==> src/rtl/rlfsr_pkg.sv <==
package rlfsr_pkg;

    typedef enum logic {
        ST_IDLE  = 1'b0,
        ST_ARMED = 1'b1
    } rlfsr_state_e;

    typedef enum logic {
        DIR_FWD = 1'b0,
        DIR_BWD = 1'b1
    } rlfsr_dir_e;

endpackage

==> src/rtl/rlfsr_step.sv <==
// One combinational step of the spliced LFSR; REVERSE selects the inverse map.
module rlfsr_step #(
    parameter int W       = 8,
    parameter bit REVERSE = 1'b0
) (
    input  logic [W-1:0] cur_i,
    input  logic [W-2:0] taps_i,
    output logic [W-1:0] nxt_o
);

    localparam int BODY_W = W - 1;

    logic [BODY_W-1:0] body;
    logic              end_bit;
    logic              splice;

    generate
        if (REVERSE == 1'b0) begin : g_fwd
            // body is what survives the shift; end_bit is the leaving MSB
            assign body    = cur_i[W-2:0];
            assign end_bit = cur_i[W-1];
            assign splice  = ~|body;
            assign nxt_o   = {body, end_bit ^ (^(body & taps_i)) ^ splice};
        end else begin : g_bwd
            // body is the surviving upper part; end_bit is the old feedback bit
            assign body    = cur_i[W-1:1];
            assign end_bit = cur_i[0];
            assign splice  = ~|body;
            assign nxt_o   = {end_bit ^ (^(body & taps_i)) ^ splice, body};
        end
    endgenerate

endmodule

==> src/rtl/rlfsr_ctrl.sv <==
// Arming state machine: steps are only honoured once a polynomial is loaded.
module rlfsr_ctrl
    import rlfsr_pkg::*;
(
    input  logic clk_i,
    input  logic rst_ni,
    input  logic load_i,
    input  logic step_i,
    output logic cap_o,
    output logic adv_o,
    output logic armed_o
);

    rlfsr_state_e state_q, state_d;

    always_ff @(posedge clk_i or negedge rst_ni) begin
        if (!rst_ni) begin
            state_q <= ST_IDLE;
        end else begin
            state_q <= state_d;
        end
    end

    always_comb begin
        state_d = state_q;
        unique case (state_q)
            ST_IDLE:  if (load_i) state_d = ST_ARMED;
            ST_ARMED: state_d = ST_ARMED;
            default:  state_d = ST_IDLE;
        endcase
    end

    always_comb begin
        cap_o   = load_i;
        adv_o   = 1'b0;
        armed_o = 1'b0;
        unique case (state_q)
            ST_IDLE:  adv_o = 1'b0;
            ST_ARMED: begin
                armed_o = 1'b1;
                adv_o   = step_i && !load_i;
            end
            default:  adv_o = 1'b0;
        endcase
    end

    AST_ARM_STICKY: assert property (@(posedge clk_i) disable iff (!rst_ni)
        (state_q == ST_ARMED) |=> (state_q == ST_ARMED));

    AST_LOAD_ARMS: assert property (@(posedge clk_i) disable iff (!rst_ni)
        load_i |=> armed_o);

endmodule

==> src/rtl/rlfsr_addr_gen.sv <==
module rlfsr_addr_gen
    import rlfsr_pkg::*;
#(
    parameter int ADDR_W = 8
) (
    input  logic              clk_i,
    input  logic              rst_ni,
    input  logic              load_i,
    input  logic [ADDR_W-1:0] seed_i,
    input  logic [ADDR_W-2:0] taps_i,
    input  logic              step_i,
    input  logic              dir_i,
    output logic [ADDR_W-1:0] addr_o,
    output logic              wrap_o
);

    localparam logic [ADDR_W-1:0] TOP_ONLY = {1'b1, {(ADDR_W-1){1'b0}}};

    logic [ADDR_W-1:0] addr_q;
    logic [ADDR_W-1:0] anchor_q;
    logic [ADDR_W-2:0] taps_q;
    logic              wrap_q;
    logic [ADDR_W-1:0] fwd_nxt;
    logic [ADDR_W-1:0] bwd_nxt;
    logic [ADDR_W-1:0] sel_nxt;
    logic              cap;
    logic              adv;
    logic              armed;

    rlfsr_ctrl u_ctrl (
        .clk_i   (clk_i),
        .rst_ni  (rst_ni),
        .load_i  (load_i),
        .step_i  (step_i),
        .cap_o   (cap),
        .adv_o   (adv),
        .armed_o (armed)
    );

    rlfsr_step #(.W(ADDR_W), .REVERSE(1'b0)) u_fwd (
        .cur_i  (addr_q),
        .taps_i (taps_q),
        .nxt_o  (fwd_nxt)
    );

    rlfsr_step #(.W(ADDR_W), .REVERSE(1'b1)) u_bwd (
        .cur_i  (addr_q),
        .taps_i (taps_q),
        .nxt_o  (bwd_nxt)
    );

    assign sel_nxt = (rlfsr_dir_e'(dir_i) == DIR_BWD) ? bwd_nxt : fwd_nxt;

    always_ff @(posedge clk_i or negedge rst_ni) begin
        if (!rst_ni) begin
            addr_q   <= '0;
            anchor_q <= '0;
            taps_q   <= '0;
            wrap_q   <= 1'b0;
        end else if (cap) begin
            addr_q   <= seed_i;
            anchor_q <= seed_i;
            taps_q   <= taps_i;
            wrap_q   <= 1'b0;
        end else if (adv) begin
            addr_q   <= sel_nxt;
            wrap_q   <= (sel_nxt == anchor_q);
        end else begin
            wrap_q   <= 1'b0;
        end
    end

    assign addr_o = addr_q;
    assign wrap_o = wrap_q;

    AST_LOAD_SEED: assert property (@(posedge clk_i) disable iff (!rst_ni)
        load_i |=> (addr_o == $past(seed_i)));

    AST_FWD_SHIFT: assert property (@(posedge clk_i) disable iff (!rst_ni)
        (!load_i && step_i && armed && !dir_i)
        |=> (addr_o[ADDR_W-1:1] == $past(addr_o[ADDR_W-2:0])));

    AST_ZERO_ENTRY: assert property (@(posedge clk_i) disable iff (!rst_ni)
        (!load_i && step_i && armed && !dir_i && addr_o == TOP_ONLY)
        |=> (addr_o == '0));

    AST_BWD_SHIFT: assert property (@(posedge clk_i) disable iff (!rst_ni)
        (!load_i && step_i && armed && dir_i)
        |=> (addr_o[ADDR_W-2:0] == $past(addr_o[ADDR_W-1:1])));

    AST_HOLD_IDLE: assert property (@(posedge clk_i) disable iff (!rst_ni)
        (!load_i && !(step_i && armed)) |=> $stable(addr_o));

    AST_WRAP_ON_SEED: assert property (@(posedge clk_i) disable iff (!rst_ni)
        wrap_o |-> (addr_o == anchor_q));

    AST_WRAP_AFTER_STEP: assert property (@(posedge clk_i) disable iff (!rst_ni)
        wrap_o |-> ($past(step_i) && !$past(load_i)));

endmodule

==> config.mk <==
export PLATFORM = sky130hd
export DESIGN_NAME = rlfsr_addr_gen
export DESIGN_NICKNAME = d
export VERILOG_FILES = /design/src/rtl/rlfsr_pkg.sv /design/src/rtl/rlfsr_step.sv /design/src/rtl/rlfsr_ctrl.sv /design/src/rtl/rlfsr_addr_gen.sv
export SDC_FILE = /design/constraint.sdc
export NUM_CORES = 1
export LEC_CHECK = 0
export BUFFER_PORTS_ARGS = -buffer_cell sky130_fd_sc_hd__clkbuf_2
export CAP_MARGIN = 20
export CORE_MARGIN = 3
export CORE_UTILIZATION = 45
export DETAILED_ROUTE_END_ITERATION = 6
export PLACE_DENSITY = 0.77
export SLEW_MARGIN = 20
export SYNTH_ARGS = -nofsm -noshare
export SYNTH_HDL_FRONTEND = slang
export SYNTH_SLANG_ARGS = --single-unit
==> constraint.sdc <==
create_clock -name clk_i -period 2.4 [get_ports clk_i]
set_input_delay 0.48 -clock clk_i [delete_from_list [all_inputs] [get_ports clk_i]]
set_output_delay 0.48 -clock clk_i [all_outputs]
set_load 0.05 [all_outputs]
==> Flow_metrics.wiki <==
{| class="wikitable"
! Metric !! Value
|-
| Number of I/O port buffers || 28
|-
| Antenna cells || 0
|-
| Die Width || roughly 63 um
|-
| Final setup TNS || -0.05503 ns
|-
| Total of max-cap violations || 0
|-
| P_leak || ~0.83 nW
|-
| Dominant delay contributor by cell family on the critical path || simple AND/OR/NAND/NOR gates
|-
| Final critical-path required period || between 2 and 2.5 ns
|-
| Violated checks || negative setup slack
|-
| Critical path endpoint category || register
|-
| CTS tree || yes
|-
| Result of the run || finished with violations
|-
| Fraction of final layout cells sized beyond drive strength 1 || a little over a third
|-
| Post-synth EDFFs || 0
|-
| Final Hold Viols || 0
|-
| Nature of the critical path startpoint || register
|-
| Net count, final || approximately 220
|-
| Library cell used as clock root buffer || sky130_fd_sc_hd__clkbuf_4
|-
| Final Max Slew Viols || 0
|-
| Clock latency reported for the late side of the worst-skew pair || between 0.3 and 0.4 ns
|-
| Synthesized flop and latch total || 25
|-
| Post-route antenna net violation count || 0
|-
| Async set-reset flop share out of synthesis || 100.0%
|-
| Clock-pin slew on the worst setup and hold paths || about 0.13 ns
|-
| Area added between synthesis and finish || 23.36%
|-
| Setup repair after global routing missed its margin || yes
|-
| Uppermost layer routed || met4
|-
| Final wirelength || between 3000 and 4000 um
|-
| Critical Path Slowest Stage Cell || sky130_fd_sc_hd__or4_4
|-
| Count of mapped cells out of synthesis || ~150
|-
| Maximum number of pins on one net before global-route repair || 26
|-
| CP bufs+invs || 0
|-
| Post-synth net total || 174
|-
| Largest stage delay on the critical path || about 0.50 ns
|-
| Routed wire length on met2 || between 1500 and 2000 um
|-
| Routability-driven placement congestion ratio || 0.8893
|-
| Most frequently used flop master after synthesis || sky130_fd_sc_hd__dfrtp_1
|-
| Worst hold margin || 0.1387 ns
|-
| Via count of the first global-routing pass || 1313
|-
| Average wire per cell in the routed design || approximately 15 um
|-
| Max frequency || about 0.41 GHz
|-
| Crit path setup slack, layout || -0.05503 ns
|-
| Sink count of the clock tree || 25
|-
| Initial antenna violation count || 0
|-
| Library cells used by synthesis || 35
|-
| Normalized max-slew margin || roughly 59%
|-
| Die Area || just under 4000 um^2
|-
| Routed met3 length || 102 um
|-
| Power per unit of standard cell area || 637.6 nW/um^2
|-
| Avg Synthesized Cell Area || 9.425 um^2
|-
| Detail Placement HPWL || approximately 2600 um
|-
| First drt pass iteration count || 5
|-
| First-pass GRT wire length || roughly 6000 um
|-
| Data arrival, critical path || 2.68 ns
|-
| Type of the worst setup path || reg -> reg
|-
| Total routing resource utilization after global routing || around a fifth
|-
| Setup clock skew after layout || between 0.0015 and 0.002 ns
|-
| Placeable core region || between 2000 and 3000 um^2
|-
| Final cycle utilization of the critical path || 102.3%
|-
| Clock tree buffer depth || 2
|-
| Utilization after layout || roughly three fifths
|-
| Max Fanout on Critical Path || 4
|-
| FP Rows || 19
|-
| Post-Route M1 WL || approximately 1500 um
|-
| Die extent in y || between 60 and 70 um
|-
| Via count of the routed design || roughly 1300
|-
| Number of DRC violations after detailed-routing iteration 0 || 54
|-
| Hold crit path type || in -> async
|-
| Drt via density || 5.367
|-
| Worst voltage drop across the vdd grid || 0.0003297 V
|-
| Synthesis warning total || 0
|-
| Num ports || 29
|-
| Filler Cell Count || roughly 250
|-
| Final Setup Violations || 1
|-
| CTS H-tree lvls || 1
|-
| Initial Utilization || between 50% and 60%
|-
| Overflow left after global routing || 0
|-
| Post-detailed-route DRC marker count || 0
|-
| Required @ worst endpoint || about 2.6 ns
|-
| Cell chain of the critical path || nand2_1, xor2_1, mux2i_1, or3_4, and4b_1, or4_4, a2111oi_4
|-
| Post-synthesis sequential area ratio || 43.10%
|-
| Worst-margin pin slew || 0.6129 ns
|-
| Syn Std Cell Area || 1451 um^2
|-
| Number of CTS-inserted buffers || 3
|}
state kept, by name, indices dropped and copies added (netlist names):
signal	cells
addr_o	8
anchor_q	8
taps_q	7
u_ctrl.state_q	1
wrap_o	1
layer usage:
layer / vias up / GRT usage, %
met1: 620 / 21.64
met3: 8 / 3.058
met2: 31 / 33.42
li1: 613 / -
met4: 0 / 9.091
met5: - / 0
power breakdown:
part	total, mW	internal [mW]	switching (mW)
clock	0.192	0.0652	0.126
combinational	0.448	0.190	0.258
sequential	0.502	0.463	0.0387
total	1.14	0.719	0.423
cells in the final DEF, fill, tap and decap left out, drive strengths merged, types with 7 or more instances in the layout:
| master | synthesis | routed |
|---|---|---|
| clkbuf | 5 | 32 |
| dfrtp | 25 | 25 |
| nand2 | 23 | 23 |
| buf | 1 | 15 |
| o21ai | 15 | 15 |
| xnor2 | 12 | 12 |
| a21oi | 11 | 11 |
| inv | 10 | 10 |
| nor2 | 9 | 9 |
| mux2 | 8 | 8 |
| mux2i | 7 | 7 |
synthesized netlist by cell type, drive strengths merged, types with 2 or more instances:
library cell	count	area share [%]
o21ai	15	5.2
and2	2	0.86
mux2	8	6.2
o31ai	2	1.0
nand4	2	0.86
mux2i	7	4.8
a21oi	11	3.8
xnor2	12	7.2
dfrtp	25	43
inv	10	2.6
nor3b	2	1.0
a2111oi	2	2.5
nor2	9	2.3
nand2	23	5.9
nor3	2	0.69
clkbuf	5	1.3
final timing paths:
kind,slack (ns),cells past startpoint,end,start
max reg2reg,-0.06,7,wrap_o,addr_o[4]
min reg2reg,0.52,1,u_ctrl.state_q,u_ctrl.state_q
max in group asynchronous,1.83,1,addr_o[4],rst_ni
max,-0.06,7,wrap_o,addr_o[4]
min in group clk_i,0.37,3,addr_o[2],seed_i[2]
min,0.14,1,taps_q[2],rst_ni
kinds of logic after synthesis:
group	share of synthesized area, %
and+or+nand+nor	16.47
AOI/OAI and AO/OA	15.52
muxes	11.03
buffers and inverters	4.396
DFF	43.10
xor gates and xnor gates	9.483
per-stage QoR:
stage               setup WS, ns  instance area, um^2  power [mW]  instances
floorplan                -0.1504                 1460      0.8027        154
global placement         0.01706                 1717      0.9120        230
detailed placement      -0.02972                 1717      0.9307        230
CTS                    -0.008710                 1767       1.137        236
global route             -0.1185                 1790       1.224        237
finish                  -0.05503                 1790       1.142        237
what timing repair did:
item,CTS,global route
hold buffers,0,0
endpoints found under the setup margin,1,1
pin swaps,3,1
gates resized for setup,2,4
setup buffers,2,1
final cells by class:
class,instances,area [um^2],area share (%)
repair buffers,43,252.7,14.12
multi-input cells,113,787.0,43.96
clock buffers,4,26.28,1.468
flip-flops and latches,25,634.4,35.43
inverters,10,37.54,2.096
well taps,42,52.55,2.935
Note: power is estimated with default switching activity, not from simulation.
